### src/rtl/coh_pkg.sv
package coh_pkg;

    typedef enum logic [1:0] {
        ST_EXCL   = 2'd0,
        ST_SHCLN  = 2'd1,
        ST_SHOWN  = 2'd2,
        ST_MOD    = 2'd3
    } line_st_t;

    typedef enum logic [2:0] {
        OP_IDLE   = 3'd0,
        OP_RDHIT  = 3'd1,
        OP_WRHIT  = 3'd2,
        OP_RDMISS = 3'd3,
        OP_WRMISS = 3'd4,
        OP_EVICT  = 3'd5
    } cpu_op_t;

    typedef enum logic [1:0] {
        BC_NONE   = 2'd0,
        BC_READ   = 2'd1,
        BC_UPDATE = 2'd2,
        BC_FLUSH  = 2'd3
    } bus_cmd_t;

    typedef struct packed {
        logic     vld;
        line_st_t st;
    } line_t;

    typedef struct packed {
        logic     we;
        line_t    nxt;
        bus_cmd_t cmd;
    } proc_res_t;

    typedef struct packed {
        logic  we;
        line_t nxt;
        logic  flush;
        logic  take;
    } snp_res_t;

    function automatic logic is_dirty(line_st_t s);
        return (s == ST_SHOWN) || (s == ST_MOD);
    endfunction

endpackage

### src/rtl/coh_proc_fsm.sv
module coh_proc_fsm
    import coh_pkg::*;
(
    input  cpu_op_t   op,
    input  line_t     cur,
    input  logic      shared,
    output proc_res_t res
);
    always_comb begin
        res = '{we: 1'b0, nxt: cur, cmd: BC_NONE};
        unique case (op)
            OP_RDMISS: begin
                res.we  = 1'b1;
                res.cmd = BC_READ;
                res.nxt = '{vld: 1'b1, st: shared ? ST_SHCLN : ST_EXCL};
            end
            OP_WRMISS: begin
                res.we  = 1'b1;
                res.cmd = BC_READ;
                res.nxt = '{vld: 1'b1, st: shared ? ST_SHOWN : ST_MOD};
            end
            OP_WRHIT: begin
                if (cur.vld) begin
                    unique case (cur.st)
                        ST_EXCL: begin
                            res.we     = 1'b1;
                            res.nxt.st = ST_MOD;
                        end
                        ST_SHCLN, ST_SHOWN: begin
                            res.we = 1'b1;
                            if (shared) begin
                                res.cmd    = BC_UPDATE;
                                res.nxt.st = ST_SHOWN;
                            end else begin
                                res.nxt.st = ST_MOD;
                            end
                        end
                        default: ;
                    endcase
                end
            end
            OP_EVICT: begin
                if (cur.vld) begin
                    res.we  = 1'b1;
                    res.nxt = '{vld: 1'b0, st: ST_EXCL};
                    res.cmd = is_dirty(cur.st) ? BC_FLUSH : BC_NONE;
                end
            end
            default: ;
        endcase
    end
endmodule

### src/rtl/coh_snoop_fsm.sv
module coh_snoop_fsm
    import coh_pkg::*;
(
    input  bus_cmd_t cmd,
    input  line_t    cur,
    output snp_res_t res,
    output logic     hit_shared
);
    always_comb begin
        res        = '{we: 1'b0, nxt: cur, flush: 1'b0, take: 1'b0};
        hit_shared = cur.vld && (cmd == BC_READ || cmd == BC_UPDATE);
        if (cur.vld) begin
            unique case (cmd)
                BC_READ: begin
                    unique case (cur.st)
                        ST_MOD: begin
                            res.we     = 1'b1;
                            res.flush  = 1'b1;
                            res.nxt.st = ST_SHCLN;
                        end
                        ST_SHOWN: res.flush = 1'b1;
                        ST_EXCL: begin
                            res.we     = 1'b1;
                            res.nxt.st = ST_SHCLN;
                        end
                        default: ;
                    endcase
                end
                BC_UPDATE: begin
                    if (cur.st == ST_SHOWN || cur.st == ST_SHCLN) begin
                        res.we     = 1'b1;
                        res.take   = 1'b1;
                        res.nxt.st = ST_SHCLN;
                    end
                end
                default: ;
            endcase
        end
    end
endmodule

### src/rtl/coh_line_store.sv
module coh_line_store
    import coh_pkg::*;
#(
    parameter int LINES = 16,
    localparam int IDXW = (LINES > 1) ? $clog2(LINES) : 1
) (
    input  logic            clk,
    input  logic            rst,
    input  logic            p_we,
    input  logic [IDXW-1:0] p_idx,
    input  line_t           p_line,
    input  logic            s_we,
    input  logic [IDXW-1:0] s_idx,
    input  line_t           s_line,
    input  logic [IDXW-1:0] q_idx,
    output line_t           p_cur,
    output line_t           s_cur,
    output line_t           q_cur
);
    line_t lines [LINES];

    for (genvar i = 0; i < LINES; i++) begin : g_line
        line_t line_q;
        always_ff @(posedge clk) begin
            if (rst) begin
                line_q <= '{vld: 1'b0, st: ST_EXCL};
            end else if (p_we && p_idx == IDXW'(i)) begin
                line_q <= p_line;
            end else if (s_we && s_idx == IDXW'(i)) begin
                line_q <= s_line;
            end
        end
        assign lines[i] = line_q;
    end

    assign p_cur = lines[p_idx];
    assign s_cur = lines[s_idx];
    assign q_cur = lines[q_idx];

    p_evict_gone_r11: assert property (@(posedge clk) disable iff (rst)
        (p_we && !p_line.vld) |=> !lines[$past(p_idx)].vld);
endmodule

### src/rtl/upd_coh_ctrl.sv
module upd_coh_ctrl
    import coh_pkg::*;
#(
    parameter int LINES = 16,
    localparam int IDXW = (LINES > 1) ? $clog2(LINES) : 1
) (
    input  logic            clk,
    input  logic            rst,
    input  logic [2:0]      cpu_op,
    input  logic [IDXW-1:0] cpu_idx,
    input  logic            bus_shared_in,
    output logic [1:0]      bus_cmd_out,
    input  logic [1:0]      snp_cmd,
    input  logic [IDXW-1:0] snp_idx,
    output logic            snp_shared_out,
    output logic            snp_flush,
    output logic            snp_take_upd,
    input  logic [IDXW-1:0] qry_idx,
    output logic            qry_valid,
    output logic [1:0]      qry_state
);
    cpu_op_t   op_c;
    bus_cmd_t  snp_c;
    line_t     p_cur, s_cur, q_cur;
    proc_res_t p_res;
    snp_res_t  s_res;
    bus_cmd_t  cmd_q;
    logic      flush_q, take_q;

    assign op_c  = cpu_op_t'(cpu_op);
    assign snp_c = bus_cmd_t'(snp_cmd);

    coh_line_store #(.LINES(LINES)) store_i (
        .clk    (clk),
        .rst    (rst),
        .p_we   (p_res.we),
        .p_idx  (cpu_idx),
        .p_line (p_res.nxt),
        .s_we   (s_res.we),
        .s_idx  (snp_idx),
        .s_line (s_res.nxt),
        .q_idx  (qry_idx),
        .p_cur  (p_cur),
        .s_cur  (s_cur),
        .q_cur  (q_cur)
    );

    coh_proc_fsm proc_i (
        .op     (op_c),
        .cur    (p_cur),
        .shared (bus_shared_in),
        .res    (p_res)
    );

    coh_snoop_fsm snoop_i (
        .cmd        (snp_c),
        .cur        (s_cur),
        .res        (s_res),
        .hit_shared (snp_shared_out)
    );

    always_ff @(posedge clk) begin
        if (rst) begin
            cmd_q   <= BC_NONE;
            flush_q <= 1'b0;
            take_q  <= 1'b0;
        end else begin
            cmd_q   <= p_res.cmd;
            flush_q <= s_res.flush;
            take_q  <= s_res.take;
        end
    end

    assign bus_cmd_out  = cmd_q;
    assign snp_flush    = flush_q;
    assign snp_take_upd = take_q;
    assign qry_valid    = q_cur.vld;
    assign qry_state    = q_cur.st;

    // Input contract: processor and snoop never address the same line together
    p_no_line_clash_r10: assert property (@(posedge clk) disable iff (rst)
        (op_c != OP_IDLE && snp_c != BC_NONE) |-> (cpu_idx != snp_idx));

    p_rdhit_quiet_r4: assert property (@(posedge clk) disable iff (rst)
        (op_c == OP_RDHIT) |=> (bus_cmd_out == BC_NONE));

    p_update_needs_shared_r6: assert property (@(posedge clk) disable iff (rst)
        (bus_cmd_out == BC_UPDATE) |-> ($past(bus_shared_in) && $past(op_c) == OP_WRHIT));

    p_flush_after_read_r8: assert property (@(posedge clk) disable iff (rst)
        snp_flush |-> ($past(snp_c) == BC_READ));

    p_take_after_update_r9: assert property (@(posedge clk) disable iff (rst)
        snp_take_upd |-> ($past(snp_c) == BC_UPDATE));

    p_flags_exclusive_r9: assert property (@(posedge clk) disable iff (rst)
        $onehot0({snp_flush, snp_take_upd}));

    p_miss_reads_bus_r2: assert property (@(posedge clk) disable iff (rst)
        (op_c == OP_RDMISS || op_c == OP_WRMISS) |=> (bus_cmd_out == BC_READ));
endmodule

### config.mk
export PLATFORM = sky130hd
export DESIGN_NAME = upd_coh_ctrl
export DESIGN_NICKNAME = d
export VERILOG_FILES = /design/src/rtl/coh_pkg.sv /design/src/rtl/coh_proc_fsm.sv /design/src/rtl/coh_snoop_fsm.sv /design/src/rtl/coh_line_store.sv /design/src/rtl/upd_coh_ctrl.sv
export SDC_FILE = /design/constraint.sdc
export NUM_CORES = 1
export LEC_CHECK = 0
export BUFFER_PORTS_ARGS = -buffer_cell sky130_fd_sc_hd__buf_2
export CAP_MARGIN = 20
export CORE_ASPECT_RATIO = 0.7
export CORE_UTILIZATION = 45
export DETAILED_ROUTE_END_ITERATION = 12
export PLACE_DENSITY = 0.69
export RECOVER_POWER = 50
export SLEW_MARGIN = 40
export SYNTH_ARGS = -nofsm -noshare
export SYNTH_HDL_FRONTEND = slang
export SYNTH_SLANG_ARGS = --single-unit
### constraint.sdc
create_clock -name clk -period 5.3 [get_ports clk]
set_clock_uncertainty 0.05 [all_clocks]
set_input_delay 1.06 -clock clk [delete_from_list [all_inputs] [get_ports clk]]
set_output_delay 1.06 -clock clk [all_outputs]
set_load 0.01 [all_outputs]
==> impl_metrics.py, run 1 <==
metrics = {
    "setup_path": {
        "critical_path.reg2reg.endpoint": "store_i.g_line[2].line_q[0]",
        "cp_cell_sequence": "buf_2, mux4_1, and2_0, a32oi_1, and2_0, inv_1, ha_1, nor4b_1, a21o_1, a31oi_1, and2_4, nor4_4, a221oi_1",
        "r2r_slack_ns": 1.44,
        "worstReg2RegStart": "store_i.g_line[13].line_q[1]",
        "slowest_stage": "mux4_1",
        "cpPeakStageDelay_ns": 0.60,
        "critPathBufInv": 2,
        "cp-start-kind": "input pin",
        "cp.depth": 13,
        "cp.arrival_ns": 4.83,
        "worstPathMaxFanout": 20,
        "cp_data_required_time_ns": 5.40,
        "cp-end-kind": "flip-flop",
        "rr_worst_depth": 12,
        "crit_top_cell": "and2_0",
        "critPathLaunch": "cpu_idx[3]",
        "crit_end": "store_i.g_line[2].line_q[0]",
        "critPathTopFamily": "simple AND/OR/NAND/NOR gates",
        "critPathKind": "in2reg",
    },
    "yosys": {
        "avgSynthCellArea_um2": 9.80,
        "syn_inst": 435,
        "synthTopCellsByArea": "dfxtp_1 24%, mux4_2 17%, mux2i_1 8.0%",
        "ys_top_cells_by_count": "52 x dfxtp_1, 50 x nor2_1, 34 x mux2i_1, 33 x mux4_2, 26 x nor3_1",
        "yosysMostFrequentCell": "dfxtp_1",
        "syn_area_mm2": 0.00426,
        "yosys.area.top_type": "dfxtp_1",
        "synth_edf_count": 0,
        "ys_types": 60,
        "synth-seq-cells": 52,
        "synth_ff_type": "dfxtp_1",
        "async_flop_share_pct": 0,
        "ys_warn_count": 0,
        "synth.top_cell.area_share_pct": 24.4,
        "synth_fp_nets": 465,
        "yosysSeqAreaShare_pct": 24.4,
    },
    "timing": {
        "hold_viol": 0,
        "setup_viol": 0,
        "slew_headroom_pct": 28.4,
        "finalCriticalPeriod_ns": 4.73,
        "fin_ws_ns": 0.569,
        "fmax_ghz": 0.211,
        "finalCritPeriodShare_pct": 89.3,
        "fin_setup_tns_ns": 0,
        "tightest_slew_ns": 1.07,
        "slew_violations": 0,
        "rsz0062_at_grt": "false",
    },
    "die": {
        "core-area_mm2": 0.00914,
        "die_w_um": 118,
        "num_rows": 29,
        "start_util_pct": 46.6,
        "die_height_um": 83.4,
        "ios": 28,
        "fp.dieArea_mm2": 0.00987,
    },
    "clocking": {
        "postCtsSetupBuffers": 0,
        "cts_root_buf": "clkbuf_16",
        "clock_latency_ns": 0.30,
        "clk_pin_slew_ns": 0.07,
        "hold_buffers": 0,
        "htree_levels": 2,
        "cts_tree": "yes",
        "clk_path_buf_depth": 2,
        "cts_made_buffers": 5,
        "cts_resized": 0,
        "clock-sinks": 52,
    },
    "route": {
        "viasPerCell": 6.64,
        "wire_per_inst_um": 22.8,
        "routed_wl_um": 12800,
        "drt-initial-drc-count": 543,
        "vias": 3730,
        "drcViolationCount": 0,
        "drt_pass1_iterations": 5,
        "ant_nets": 0,
    },
    "power": {
        "peakVddDrop_mv": 0.169,
        "power_uw": 963,
        "power_density_mw_per_mm2": 213,
        "leakagePower_uw": 0.00165,
    },
    "grt": {
        "grt-ovfl-total": 0,
        "antenna_found_initial": 0,
        "grt_max_degree": 53,
        "grt_util_all_layers_pct": 27.1,
        "grt_first_pass_wirelength_um": 20200,
        "grt_pass1_vias": 3502,
    },
    "placement": {
        "dpl_worst_slack_ns": 0.516,
        "io_buffer_count": 27,
        "place.gp.congestion": 0.978,
        "hpwl_um": 9440,
        "place_area_mm2": 0.00434,
    },
    "finish": {
        "nNetsFinal": 467,
        "layout-drive-gt1-share_pct": 19.4,
        "diodes": 0,
        "area_growth_pct": 5.90,
        "final_area_mm2": 0.00451,
    },
    "min_path": {
        "worstHoldPathType": "reg2reg",
    },
    "status": {
        "status": "completed",
    },
    "job": {
        "cap_violations": 0,
    },
}
==> worst min path at each step <==
stage,from,endpoint,cells past startpoint
after CTS,store_i.g_line[13].line_q[0],store_i.g_line[13].line_q[0],2
final,store_i.g_line[13].line_q[0],store_i.g_line[13].line_q[0],2
after floorplan,store_i.g_line[13].line_q[0],store_i.g_line[13].line_q[0],2
after detailed placement,store_i.g_line[13].line_q[0],store_i.g_line[13].line_q[0],2
after global placement,store_i.g_line[13].line_q[0],store_i.g_line[13].line_q[0],2
after global routing,store_i.g_line[13].line_q[0],store_i.g_line[13].line_q[0],2
==> cell families after synthesis <==
logic type / synth area share, %
buffers and inverters: 6.14
DFF: 24.4
adders and majority gates: 2.94
muxes: 29.7
AOI/OAI and AO/OA: 15.6
and+or+nand+nor: 21.3
==> state kept, by name, indices dropped and copies added (netlist names) <==
register,count
bus_cmd_out,2
snp_flush,1
snp_take_upd,1
store_i.g_line.line_q,48
==> cell usage in the layout (no fill, tap or decap), drive strengths merged, types with 3 or more instances in the layout <==
cell    count
nor2       50
nand3       8
a31oi       4
clkbuf     15
nand2      21
inv        13
ha         10
a22oi       3
a221oi     19
dfxtp      52
mux4       36
buf        18
nand2b      4
nor3       26
and3       24
a211oi     22
mux2i      34
mux2        9
a21oi      13
nor2b      19
nand4       4
o21ai       4
and2        5
==> metrics by stage <==
| stage | utilization, % | hold WS [ns] | std cells |
|---|---|---|---|
| 6_report | 49.4 | 0.491 | 562 |
| 5_1_grt | 49.4 | 0.493 | 562 |
| 4_1_cts | 49.4 | 0.483 | 562 |
| 3_5_place_dp | 47.5 | 0.471 | 554 |
| 3_3_place_gp | 47.5 | 0.465 | 554 |
| 2_1_floorplan | - | 0.425 | 435 |
==> layer usage <==
metal | part of all wire [%] | global-route usage, % | wire length (um)
met3 | 15 | 10.8 | 1960
met1 | 43 | 38.6 | 5460
met4 | 1.6 | 7.34 | 207
met5 | 0 | 0 | 0
met2 | 40 | 37.5 | 5190
==> power breakdown <==
part	total [uW]	internal, uW	switching [uW]
clock	390	237	153
sequential	406	397	8.86
combinational	167	57.2	110
total	963	691	272
==> area by class of cell <==
class | instances | area, um2
fill | 855 | 4630
sequential | 52 | 1040
clock inverter | 2 | 38.8
tap | 124 | 155
timing repair buffer | 27 | 126
clock buffer | 6 | 139
inverter | 13 | 48.8
multi-input combinational | 338 | 2960
==> worst register-to-register path: stages (launching register included) <==
cell      delay [ns]
dfxtp_1         0.36
mux4_1          0.50
and2_0          0.18
a32oi_1         0.28
and2_0          0.22
inv_1           0.08
ha_1            0.21
nor4b_1         0.40
a21o_1          0.22
a31oi_1         0.36
and2_4          0.36
nor4_4          0.32
a221oi_1        0.17
Power figures use the tool's default switching activity.
==> run 2, diff against run 1 <==
--- a/config.mk
+++ b/config.mk
@@ -5,6 +5,7 @@
 export SDC_FILE = /design/constraint.sdc
 export NUM_CORES = 1
 export LEC_CHECK = 0
+export ABC_AREA = 1
 export BUFFER_PORTS_ARGS = -buffer_cell sky130_fd_sc_hd__buf_2
 export CAP_MARGIN = 20
 export CORE_ASPECT_RATIO = 0.7
==> run 2 against run 1 <==
- the run now ends with capacitance limit, slew limit left
- power fell by 3.7%
- maximum frequency up 7.5%
- sequential share of layout area decreased by 2.5 points
- flip-flop and latch count is the same
- clock power hardly changed
- cell count up 68%
- combinational power is 16% lower
- non-clock buffer count rose by 2
- area after synthesis up 13%
- utilization fell by 0.67 points
==> impl_metrics.py, run 2 <==
metrics = {
    "setup_path": {
        "critPathTopFamily": "simple AND/OR/NAND/NOR gates",
        "cpPeakStageDelay_ns": 0.52,
        "slowest_stage": "clkbuf_1",
        "worstPathMaxFanout": 17,
        "crit_top_cell": "nand2_1",
        "critPathLaunch": "snp_idx[0]",
        "cp.arrival_ns": 4.59,
        "cp_data_required_time_ns": 5.49,
        "cp_cell_sequence": "clkbuf_1, inv_1, nand2_4, inv_2, a22oi_1, nand2_1, nand2_1, nand4_2, inv_1, ha_1, o21ai_0, nand2_1, nor2_8, inv_2, nor2_1, nand3_1, nand2_1, nor2_1, nor2_1",
        "worstReg2RegStart": "store_i.g_line[11].line_q[0]",
        "critPathBufInv": 5,
        "cp-start-kind": "input pin",
        "critPathKind": "in2reg",
        "cp-end-kind": "flip-flop",
    },
    "finish": {
        "area_growth_pct": 5.01,
        "final_cell_mix": "222 x nand2_1, 123 x nand3_1, 96 x inv_1, 67 x nor2_1, 54 x o21ai_0",
        "diodes": 0,
        "layout_commonest_cell": "nand2_1",
        "largest_register_ffs": 48,
        "nNetsFinal": 842,
        "top_register": "store_i.g_line.line_q",
        "layout-drive-gt1-share_pct": 11.2,
        "fill_cells": 1141,
        "instances_no_fill": 945,
    },
    "timing": {
        "finalCritPeriodShare_pct": 83.0,
        "fin_setup_tns_ns": 0,
        "slew_violations": 45,
        "fmax_ghz": 0.227,
        "setup_viol": 0,
        "slew_headroom_pct": -12.5,
        "rsz0062_at_grt": "false",
        "tightest_slew_ns": 1.69,
        "hold_viol": 0,
        "finalCriticalPeriod_ns": 4.40,
    },
    "placement": {
        "io_buffer_count": 27,
        "dp.cells": 937,
        "hpwl_um": 12100,
        "place.gp.congestion": 1.03,
    },
    "yosys": {
        "synth_edf_count": 0,
        "avgSynthCellArea_um2": 5.99,
        "yosysMostFrequentCell": "nand2_1",
        "synthTopCellsByArea": "dfxtp_1 22%, nand2_1 17%, nand3_1 13%",
        "synth_ff_type": "dfxtp_1",
        "yosys.area.top_type": "dfxtp_1",
        "synth.top_cell.area_share_pct": 21.6,
        "ys_types": 34,
        "synth_fp_nets": 834,
        "syn_area_mm2": 0.00482,
        "syn_inst": 804,
        "yosysSeqAreaShare_pct": 21.6,
        "async_flop_share_pct": 0,
        "synth-seq-cells": 52,
        "ys_warn_count": 0,
        "ys_top_cells_by_count": "221 x nand2_1, 122 x nand3_1, 95 x inv_1, 66 x nor2_1, 52 x dfxtp_1",
    },
    "status": {
        "failed_checks": "capacitance limit, slew limit",
        "status": "finished with violations",
    },
    "clocking": {
        "cts_root_buf": "clkbuf_16",
        "clock-sinks": 52,
        "hold_buffers": 0,
        "clk_path_buf_depth": 2,
        "htree_levels": 2,
        "cts_made_buffers": 5,
        "clock_latency_ns": 0.30,
        "postCtsSetupBuffers": 0,
        "cts_tree": "yes",
        "cts_resized": 0,
        "clk_pin_slew_ns": 0.08,
    },
    "power": {
        "leakagePower_uw": 0.00255,
        "power_density_mw_per_mm2": 183,
        "power_uw": 928,
        "peakVddDrop_mv": 0.103,
    },
    "grt": {
        "grtUsageMet3_pct": 9.37,
        "antenna_found_initial": 0,
        "met1_usage_pct": 45.9,
        "grt_pass1_vias": 4465,
        "grt-ovfl-total": 0,
        "busiest_layer": "met1",
        "grt_util_all_layers_pct": 30.6,
        "grt_use_met2_pct": 41.3,
        "grt_first_pass_wirelength_um": 25700,
        "grt_max_degree": 45,
    },
    "route": {
        "ant_nets": 0,
        "drt_pass1_iterations": 6,
        "drt-initial-drc-count": 820,
        "wire_per_inst_um": 17.4,
        "routed_wl_um": 16400,
        "vias": 5343,
        "viasPerCell": 5.65,
        "drcViolationCount": 0,
    },
    "die": {
        "start_util_pct": 46.4,
        "die_height_um": 88.6,
        "core-area_mm2": 0.0104,
        "fp.dieArea_mm2": 0.0111,
        "die_w_um": 126,
        "ios": 28,
        "num_rows": 31,
    },
    "job": {
        "cap_violations": 1,
    },
    "min_path": {
        "min_from": "store_i.g_line[4].line_q[2]",
        "worstHoldPathType": "reg2reg",
    },
}
[run 2: cell count changes in the layout (fill, tap and decap cells not counted), sizes merged, moves of 25 or more]
cell	before	now
nor3	26	1
mux4	36	0
o21ai	4	74
nand3	8	130
nand2	21	253
inv	13	112
mux2i	34	4
a21oi	13	41
[run 2: worst register-to-register path, delay by kind of cell, from the launching register on]
family	cells	cell delay [ns]
AOI/OAI and AO/OA	3	0.55
adders and majority gates	1	0.26
buffers and inverters	3	0.53
DFF	1	0.32
and+or+nand+nor	8	1.33
[run 2: power by group]
group          internal (uW)  total, uW  leakage [uW]  switching [uW]
clock network            226        390     0.0000815             165
logic                   32.2        141       0.00205             109
registers                393        396      0.000419            3.73
[run 2: worst paths after layout]
path                            slack (ns)                          end  cells past startpoint
worst max-delay path                  0.90  store_i.g_line[5].line_q[1]                     19
worst min-delay path                  0.49  store_i.g_line[4].line_q[2]                      2
worst max register to register        2.23  store_i.g_line[5].line_q[1]                     15
worst min register to register        0.49  store_i.g_line[4].line_q[2]                      2
[run 2: kinds of logic after synthesis]
| kind of cell | Yosys count | synth area share [%] |
|---|---|---|
| mux | 4 | 0.831 |
| buf+inv | 139 | 13.1 |
| simple gates | 462 | 46.3 |
| compound gates | 137 | 15.5 |
| flops | 52 | 21.6 |
| fa+ha+maj | 10 | 2.60 |
[run 2: routing by layer]
metal / part of all wire, % / wire length [um] / vias to the layer above
li1: - / - / 2617
met1: 47 / 7750 / 2395
met2: 37 / 6150 / 301
met3: 13 / 2150 / 28
met4: 1.7 / 284 / 2
met5: 0.43 / 71 / -
[run 2: final cells by class]
| cell class | instances | area, um2 | area share (%) |
|---|---|---|---|
| sequential | 52 | 1040 | 20.6 |
| clock buffer | 6 | 129 | 2.55 |
| multi-input combinational | 613 | 3130 | 61.9 |
| clock inverter | 2 | 38.8 | 0.766 |
| tap | 132 | 165 | 3.26 |
| inverter | 111 | 417 | 8.23 |
| timing repair buffer | 29 | 140 | 2.77 |
[run 2: metrics by stage]
| stage | hold slack, ns | setup WS, ns | util [%] | instance area, um2 |
|---|---|---|---|---|
| 6_report | 0.490 | 0.900 | 48.7 | 5060 |
| 5_1_grt | 0.521 | 0.474 | 48.7 | 5060 |
| 4_1_cts | 0.487 | 1.25 | 49.0 | 5090 |
| 3_5_place_dp | 0.472 | 0.955 | 47.4 | 4930 |
| 3_3_place_gp | 0.487 | 0.860 | 47.3 | 4920 |
| 2_1_floorplan | 0.435 | 1.92 | - | 4820 |
